===== src/rtl/hwk_pkg.sv =====
// Shared constants for the hold wake-up controller.
// Assumes 4-bit wake ports and an 8-bit cause register.
package hwk_pkg;
    localparam int PORT_W = 4;
    localparam int EN_W   = 2 * PORT_W;
    localparam int STAT_W = 2 * PORT_W;
    localparam int FE_W   = 4;
    localparam int B_BIT  = PORT_W;        // cause bit for any port B change
    localparam int F0_BIT = PORT_W + 1;    // cause bit for dedicated pin 0 fall
    localparam int F1_BIT = PORT_W + 2;    // cause bit for dedicated pin 1 fall
    localparam int F0_EN  = 2;             // edge-enable bit for pin 0
    localparam int F1_EN  = 3;             // edge-enable bit for pin 1

    typedef enum logic [0:0] {
        DET_ANY  = 1'b0,
        DET_FALL = 1'b1
    } det_mode_e;
endpackage


===== src/rtl/hwk_edge_det.sv =====
// Synchronises a W-bit input bus and flags per-bit events.
// MODE picks which transitions count: either edge, or falling edges only.
// Assumes the inputs may be asynchronous. No event is reported until the
// previous-sample register holds real data after reset.
module hwk_edge_det
    import hwk_pkg::*;
#(
    parameter int        W           = 4,
    parameter int        SYNC_STAGES = 2,
    parameter det_mode_e MODE        = DET_ANY
) (
    input  logic         clk,
    input  logic         rst_n,
    input  logic [W-1:0] din,
    output logic [W-1:0] evt
);
    localparam int FW    = $clog2(SYNC_STAGES + 2);
    localparam int ARMED = SYNC_STAGES + 1;

    logic [W-1:0]  stage [SYNC_STAGES];
    logic [W-1:0]  prev_q;
    logic [FW-1:0] fill_q;
    logic          armed;
    logic [W-1:0]  cur;

    assign cur   = stage[SYNC_STAGES-1];
    assign armed = (fill_q == FW'(ARMED));

    // Synchroniser chain and previous-sample register.
    always_ff @(posedge clk) begin
        if (!rst_n) begin
            for (int k = 0; k < SYNC_STAGES; k++) stage[k] <= '0;
            prev_q <= '0;
        end else begin
            stage[0] <= din;
            for (int k = 1; k < SYNC_STAGES; k++) stage[k] <= stage[k-1];
            prev_q <= cur;
        end
    end

    // Counts the edges after reset until the comparison is meaningful.
    always_ff @(posedge clk) begin
        if (!rst_n)     fill_q <= '0;
        else if (!armed) fill_q <= fill_q + FW'(1);
    end

    generate
        if (MODE == DET_FALL) begin : g_fall
            // Falling transition: previous 1, current 0.
            always_comb evt = armed ? (prev_q & ~cur) : '0;
        end else begin : g_any
            // Any transition.
            always_comb evt = armed ? (prev_q ^ cur) : '0;
        end
    endgenerate
endmodule


===== src/rtl/hwk_cause_reg.sv =====
// Sticky release-cause register, plus the hidden port B flag.
// A set and a clear of the same bit at the same edge leave the bit at 1.
// Assumes the masks are already gated by the enables.
module hwk_cause_reg
    import hwk_pkg::*;
(
    input  logic              clk,
    input  logic              rst_n,
    input  logic [STAT_W-1:0] set_mask,
    input  logic [STAT_W-1:0] clr_mask,
    output logic [STAT_W-1:0] stat_q,
    output logic              rd_flag_q
);
    // Cause bits: clear first, then set, so that a set wins.
    always_ff @(posedge clk) begin
        if (!rst_n) stat_q <= '0;
        else        stat_q <= (stat_q & ~clr_mask) | set_mask;
    end

    // Hidden flag: port B took part; it follows the clear of bit B_BIT.
    always_ff @(posedge clk) begin
        if (!rst_n) rd_flag_q <= 1'b0;
        else        rd_flag_q <= (rd_flag_q & ~clr_mask[B_BIT]) | set_mask[B_BIT];
    end
endmodule


===== src/rtl/hwk_hold_ctl.sv =====
// Hold state tracker. Enters hold on request and leaves it when any cause
// is present, with a one-cycle release pulse.
// Assumes cause_any is a registered level.
module hwk_hold_ctl (
    input  logic clk,
    input  logic rst_n,
    input  logic hold_req,
    input  logic cause_any,
    output logic in_hold,
    output logic release_p
);
    assign release_p = in_hold & cause_any;

    // Hold flag: leaving takes priority over a new request.
    always_ff @(posedge clk) begin
        if (!rst_n)        in_hold <= 1'b0;
        else if (release_p) in_hold <= 1'b0;
        else if (hold_req)  in_hold <= 1'b1;
    end
endmodule


===== src/rtl/hold_wake_ctrl.sv =====
// Top of the hold-mode wake-up controller.
// It holds the two enable registers, builds the set and clear masks for the
// cause register, drives the port A interrupt pulses, and muxes the nibble
// reads. Assumes the CPU-side strobes are synchronous to clk.
module hold_wake_ctrl
    import hwk_pkg::*;
#(
    parameter int SYNC_STAGES = 2
) (
    input  logic              clk,
    input  logic              rst_n,
    input  logic [PORT_W-1:0] wk_a_in,
    input  logic [PORT_W-1:0] wk_b_in,
    input  logic [1:0]        fe_pin_in,
    input  logic              en_wr,
    input  logic [EN_W-1:0]   en_wdata,
    input  logic              fe_wr,
    input  logic [FE_W-1:0]   fe_wdata,
    input  logic              rd_lo,
    input  logic              rd_hi,
    output logic [PORT_W-1:0] rd_nib,
    input  logic              stat_clr,
    input  logic              hold_req,
    output logic              hold_release,
    output logic [PORT_W-1:0] a_irq
);
    logic [EN_W-1:0]   en_q;
    logic [FE_W-1:0]   fe_q;
    logic [PORT_W-1:0] a_evt, b_evt;
    logic [1:0]        f_evt;
    logic [STAT_W-1:0] set_mask, clr_mask;
    logic [STAT_W-1:0] stat_q;
    logic              rd_flag_q;
    logic              in_hold;
    logic [PORT_W-1:0] a_irq_q;

    hwk_edge_det #(.W(PORT_W), .SYNC_STAGES(SYNC_STAGES), .MODE(DET_ANY)) u_det_a (
        .clk(clk), .rst_n(rst_n), .din(wk_a_in), .evt(a_evt));
    hwk_edge_det #(.W(PORT_W), .SYNC_STAGES(SYNC_STAGES), .MODE(DET_ANY)) u_det_b (
        .clk(clk), .rst_n(rst_n), .din(wk_b_in), .evt(b_evt));
    hwk_edge_det #(.W(2), .SYNC_STAGES(SYNC_STAGES), .MODE(DET_FALL)) u_det_f (
        .clk(clk), .rst_n(rst_n), .din(fe_pin_in), .evt(f_evt));

    // Enable registers, written by the CPU strobes.
    always_ff @(posedge clk) begin
        if (!rst_n) begin
            en_q <= '0;
            fe_q <= '0;
        end else begin
            if (en_wr) en_q <= en_wdata;
            if (fe_wr) fe_q <= fe_wdata;
        end
    end

    // Hardware set mask: events gated by the enables now in force.
    always_comb begin
        set_mask                  = '0;
        set_mask[PORT_W-1:0]      = a_evt & en_q[PORT_W-1:0];
        set_mask[B_BIT]           = |(b_evt & en_q[EN_W-1:PORT_W]);
        set_mask[F0_BIT]          = f_evt[0] & fe_q[F0_EN];
        set_mask[F1_BIT]          = f_evt[1] & fe_q[F1_EN];
    end

    // Clear mask: software strobe plus enables that a write turns off.
    always_comb begin
        clr_mask = stat_clr ? '1 : '0;
        if (en_wr) begin
            clr_mask[PORT_W-1:0] = clr_mask[PORT_W-1:0] | ~en_wdata[PORT_W-1:0];
            clr_mask[B_BIT]      = clr_mask[B_BIT] | (en_wdata[EN_W-1:PORT_W] == '0);
        end
        if (fe_wr) begin
            clr_mask[F0_BIT] = clr_mask[F0_BIT] | ~fe_wdata[F0_EN];
            clr_mask[F1_BIT] = clr_mask[F1_BIT] | ~fe_wdata[F1_EN];
        end
    end

    hwk_cause_reg u_cause (
        .clk(clk), .rst_n(rst_n), .set_mask(set_mask), .clr_mask(clr_mask),
        .stat_q(stat_q), .rd_flag_q(rd_flag_q));

    hwk_hold_ctl u_hold (
        .clk(clk), .rst_n(rst_n), .hold_req(hold_req),
        .cause_any((|stat_q) | rd_flag_q),
        .in_hold(in_hold), .release_p(hold_release));

    // Port A interrupt pulses, aligned with the cause bit update.
    always_ff @(posedge clk) begin
        if (!rst_n) a_irq_q <= '0;
        else        a_irq_q <= a_evt & en_q[PORT_W-1:0];
    end
    assign a_irq = a_irq_q;

    // Nibble read mux; the low select wins.
    always_comb begin
        if (rd_lo)      rd_nib = stat_q[PORT_W-1:0];
        else if (rd_hi) rd_nib = stat_q[STAT_W-1:PORT_W];
        else            rd_nib = '0;
    end
endmodule


===== config.mk =====
export PLATFORM = sky130hd
export DESIGN_NAME = hold_wake_ctrl
export DESIGN_NICKNAME = d
export VERILOG_FILES = /design/src/rtl/hwk_pkg.sv /design/src/rtl/hwk_edge_det.sv /design/src/rtl/hwk_cause_reg.sv /design/src/rtl/hwk_hold_ctl.sv /design/src/rtl/hold_wake_ctrl.sv
export SDC_FILE = /design/constraint.sdc
export NUM_CORES = 1
export LEC_CHECK = 0
export ABC_AREA = 0
export BUFFER_PORTS_ARGS = -buffer_cell sky130_fd_sc_hd__buf_2
export CORE_MARGIN = 2
export CORE_UTILIZATION = 58
export DETAILED_ROUTE_END_ITERATION = 10
export HOLD_SLACK_MARGIN = 0.06
export PLACE_DENSITY = 0.83
export SYNTH_ARGS = -nofsm -noshare
export SYNTH_HDL_FRONTEND = slang
export SYNTH_SLANG_ARGS = --single-unit

===== constraint.sdc =====
create_clock -name clk -period 1.7 [get_ports clk]
set_input_delay 0.085 -clock clk [delete_from_list [all_inputs] [get_ports clk]]
set_output_delay 0.085 -clock clk [all_outputs]
set_load 0.02 [all_outputs]

# --- Yosys cells after proc, flatten, opt, wreduce, memory -nomap -nowiden ---
# Memory sizes are Yosys's and may differ from the RTL's.
# Index checks and enable logic that the tools add are counted.
# Widths: inputs -> output; s select.
totals:
  register_bits: 42
  mem_bits_rw: 20
  memories: 3
  output_inout_bits: 9
  word_cells: 71
  inputBits: 30
mem_list:
  columns: ["name", "depth", "word_bits", "read_ports", "rd_clocked_by_memory_dff", "wr", "line_no", "rtl"]
  rows:
  - ["u_det_a.stage", 2, 4, 2, 0, 2, "hwk_edge_det.sv:20", "logic [W-1:0] stage [SYNC_STAGES];"]
  - ["u_det_b.stage", 2, 4, 2, 0, 2, "hwk_edge_det.sv:20", null]
  - ["u_det_f.stage", 2, 2, 2, 0, 2, "hwk_edge_det.sv:20", null]
op_classes:
  eq_ne: 3
  mux: 16
  n_reduce_logical: 4
  n_bitwise: 30
  addsub: 3
ops:
  columns: ["op", "n"]
  rows:
  - ["$mux 4", 8]
  - ["$or 1x1->1", 11]
  - ["$and 4x4->4", 2]
  - ["$and 8x8->8", 1]
  - ["$mux 2", 4]
  - ["$mux 8", 1]
  - ["$not 8->8", 1]
  - ["$or 8x7->8", 1]
  - ["$reduce_or 8->1", 1]
  - ["$xor 4x4->4", 2]
  - ["$add 2x1->2 const B", 3]
  - ["$eq 2x2->1 const B", 3]
  - ["$mux 5", 1]
  - ["$and 1x1->1", 4]
  - ["$logic_not 4->1", 1]
  - ["$not 1->1", 4]
  - ["$not 4->4", 1]
  - ["$or 4x4->4", 1]
  - ["$reduce_or 4->1", 1]
  - ["$and 2x2->2", 1]
  - ["$mux 1", 2]
  - ["$not 2->2", 1]
  - ["$reduce_or 2->1", 1]

# --- Longest topological paths before layout ---
logic_depth:
  ltp_word: 6
  ltp_mapped: 4
  depth_no_buf: 4

# --- Modules after synthesis ---
# A second synthesis with hierarchy kept.
unflattened:
  cells_unflattened: 212
  hier_area_um2: 2326.0
modules_own_cells:
  columns: ["module", "n_inst", "seq_area_each_um2", "cells_each", "area_per_inst_um2"]
  rows:
  - ["hwk_edge_det at u_det_a ...", 2, 280.3, 41, 479.2]
  - ["hold_wake_ctrl", 1, 280.3, 75, 689.4]
  - ["hwk_cause_reg", 1, 180.2, 28, 367.9]
  - ["hwk_edge_det at u_det_f", 1, 160.2, 23, 270.3]
  - ["hwk_hold_ctl", 1, 20.0, 4, 40.0]

# --- Worst setup path before layout ---
# Ideal clock, no wire load.
synth_timing:
  kind: "reg-to-reg"
  startpoint: "register u_det_a.fill_q[0]"
  endpoint: "register u_cause.stat_q[2]"
  period_less_slack_ps: 1154
  setup_time_ps: 116
  t_required_ps: 1584
  stages_incl_launch_ff: 5
  n_path_buf: 0
  t_arrival_ps: 1038
  path_slack_ps: 546
  cell_sequence: "dfxtp_1 -> ha_1 -> and2_4 -> and3_4 -> a31o_2"
synth_via:
  elab_chain_len: 4
synth_rtl:
  columns: ["item", "line_no", "rtl"]
  rows:
  - ["from (decl)", "hwk_edge_det.sv:22", "logic [FW-1:0] fill_q;"]
  - ["from (signal assigned)", "hwk_edge_det.sv:44", "else if (!armed) fill_q <= fill_q + FW'(1);"]
  - ["$eq 2x2->1", "hwk_edge_det.sv:27", "assign armed = (fill_q == FW'(ARMED));"]
  - ["$mux 4", "hwk_edge_det.sv:53", "always_comb evt = armed ? (prev_q ^ cur) : '0;"]
  - ["$and 4x4->4", "hold_wake_ctrl.sv:58", "set_mask[PORT_W-1:0] = a_evt & en_q[PORT_W-1:0];"]
  - ["$or 8x7->8", "hwk_cause_reg.sv:17", "else stat_q <= (stat_q & ~clr_mask) | set_mask;"]
  - ["to (signal assigned)", "hwk_cause_reg.sv:17", null]
  - ["to (decl)", "hwk_cause_reg.sv:11", "output logic [STAT_W-1:0] stat_q,"]
# No other way between the ends.
# A chain may end at the register's enable or synchronous reset.

# --- Worst setup path after layout ---
layout_timing:
  startpoint: "register u_cause.stat_q[2]"
  endpoint: "output hold_release"
layout_via:
  elab_chain_len: 3
layout_rtl:
  columns: ["item", "line_no", "rtl"]
  rows:
  - ["$reduce_or 8->1", "hold_wake_ctrl.sv:83", ".cause_any((|stat_q) | rd_flag_q),"]
  - ["$or 1x1->1", "hold_wake_ctrl.sv:83", null]
  - ["$and 1x1->1", "hwk_hold_ctl.sv:12", "assign release_p = in_hold & cause_any;"]
  - ["to (decl)", "hold_wake_ctrl.sv:24", "output logic hold_release,"]
# No other way between the ends.

==> flow_metrics.tcl <==
set metrics [dict create \
    grt_pass1_wl_um 6310 \
    peakVddDrop_mv 0.615 \
    synth.ff_latch_count 60 \
    area_delta_synth_final_pct 28.5 \
    grt_usage 0.206 \
    fin_tns_setup_ps 0 \
    firstDrtPassIters 4 \
    core-area_um2 3610 \
    synth_top_family_by_area "simple AND/OR/NAND/NOR gates" \
    yosys.cell_types.count 30 \
    cts_tree "built" \
    final_cells 308 \
    skew_ps 7.36 \
    numPortBuffers 36 \
    drive_gt1_frac 0.246 \
    synthFlopType "dfxtp_1" \
    cts_buffer_depth 2 \
    synthAdderAreaFrac 0.0176 \
    synthMuxAreaShare 0.0611 \
    syn_avg_cell_area_um2 11.1 \
    routabilityCongestion 0.729 \
    crit_path_max_fanout 3 \
    status "complete, no violations" \
    syn_inst 192 \
    ant_nets 0 \
    drv_slew 0 \
    clkSinkCount 60 \
    setup_viol 0 \
    rows 22 \
    place_inst 272 \
    relSlewSlack 0.780 \
    layout_commonest_cell "dfxtp_1" \
    viasPerCell 4.93 \
    max_freq_mhz 728 \
    cts_buffers 9 \
    cts_max_level 3 \
    synth_compound_area_frac 0.0640 \
    clkTransAtPathRegs_ps 60 \
    async_flop_share 0 \
    synth_nets 225 \
    io_pins 39 \
    maxCapViolCount 0 \
    wire_per_inst_um 12.5 \
    p_leak_nw 1.21 \
    regArea_um2 1200 \
    fin_nets 288 \
    synth_xor_area_frac 0.0452 \
    yosys.area_share.simple 0.232 \
    route.detailed.drc 0 \
    first_iter_violations 67 \
    die_area_um2 4170 \
    synth-edff-count 0 \
    start_util 0.591 \
    fill_cells 252 \
    startpoint_type "flip-flop" \
    grt_pass1_vias 1447 \
    diodes 0 \
    period_share 0.808 \
    hpwl_um 2350 \
    cts_root_buf "clkbuf_8" \
    required_ps 1620 \
    powerDensity_nw_per_um2 1070 \
    synth-seq-area-share 0.564 \
    grt_max_degree 37 \
    antenna_found_initial 0 \
    drt-total-wl_um 3850 \
    hp-class "primary input to flip-flop" \
    grt_overflow 0 \
    critical_path_arrival_ps 1290 \
    die_height_um 64.6 \
    yosysWarnings 0 \
    fin_crit_ps 1370 \
    grt_setup_unrepaired "false" \
    worstMarginPinSlew_ps 328 \
    dr_total_vias 1517 \
    cp-end-kind "primary output" \
    synth_area_um2 2130 \
    clkLatencyLatePin_ps 330 \
    final_cell_mix "dfxtp_1, buf_2, and2_1" \
    hold_viol_final 0 \
    dieWidth_um 64.6 \
    post_cts_resized 0 \
    multi_input_area_um2 895 \
    critical_path_class "flip-flop to primary output" \
]
==> cells in the mapped netlist (2+ instances only) <==
library cell  instances  area (um^2)
nand2b_1              6         37.5
and3_4                4         45.0
a22oi_1               2         15.0
a31o_2                3         26.3
and2_1               34          213
o21ai_0               4         20.0
dfxtp_1              60         1200
buf_4                 2         15.0
nor2b_1              13         81.3
ha_1                  3         37.5
a31o_1                3         26.3
clkbuf_1              4         15.0
a21oi_1               2         10.0
mux2i_1              13          130
o31ai_2               2         25.0
nor2_1                2         7.51
xnor2_1               3         26.3
xor2_1                8         70.1
nand2_1              12         45.0
nand3_1               2         10.0
==> critical path, cell delays in order (launching register included) <==
cell     delay (ps)
dfxtp_1         340
nor4_2          320
a31oi_1         130
buf_2           170
==> power by group <==
group / internal (mW) / switching [mW]
clock: 0.648 / 0.486
combinational: 0.156 / 0.116
sequential: 1.49 / 0.0391
==> timing repair <==
action | CTS | global route
hold endpoints to repair | 20 | 0
hold buffers | 20 | 0
setup buffers | 0 | 0
==> layer usage <==
layer,up-vias,wire length [um],GRT usage
met5,-,0,0
met2,42,1890,0.346
met1,696,1670,0.222
li1,765,-,-
met4,0,146,0.149
met3,14,143,0.0556
==> worst paths after layout <==
kind,from,end,slack [ps],cells after the start
min reg2reg,u_det_b.stage[0][1],u_det_b.stage[0][5],430,1
min,en_wdata[1],en_q[1],110,3
max,u_cause.stat_q[2],hold_release,330,3
max reg2reg,u_det_a.fill_q[0],u_cause.stat_q[0],470,4
==> final cells by class <==
type / count / share of cell area
well taps: 48 / 0.0219
repair buffers: 58 / 0.144
multi-input cells: 125 / 0.327
flip-flops and latches: 60 / 0.439
inverters: 1 / 0.00137
clock inverters: 1 / 0.00183
clock buffers: 15 / 0.0645
==> through the flow <==
stage          hold WS, ps  setup slack, ps  cell area (um^2)  utilization  total power, mW
2_1_floorplan          212              546              2130            -             1.71
3_3_place_gp           289              522              2350        0.653             1.77
3_5_place_dp           295              491              2350        0.653             1.79
4_1_cts               83.1              341              2740        0.759             2.95
5_1_grt                114              245              2740        0.759             3.06
6_report               108              326              2740        0.759             2.93
==> registers in the layout, indices dropped and copies added, names as in the netlist, 2 cells and up <==
| register | count |
|---|---|
| u_det_f.stage | 4 |
| en_q | 8 |
| fe_q | 2 |
| u_det_a.prev_q | 4 |
| u_det_b.prev_q | 4 |
| u_det_b.fill_q | 2 |
| u_det_f.prev_q | 2 |
| u_det_b.stage | 8 |
| a_irq | 4 |
| u_det_f.fill_q | 2 |
| u_cause.stat_q | 8 |
| u_det_a.stage | 8 |
| u_det_a.fill_q | 2 |
==> kinds of logic (layout without fill, tap and decap cells) <==
logic type               after synthesis  in the layout
AND/OR/NAND/NOR                       80             80
flip-flops                            60             60
AO/OA/AOI/OAI                         18             18
multiplexers                          13             13
XOR/XNOR                              11             11
buffers and inverters                  7             75
adder cells (fa/ha/maj)                3              3
(Power assumes the default switching activity.)
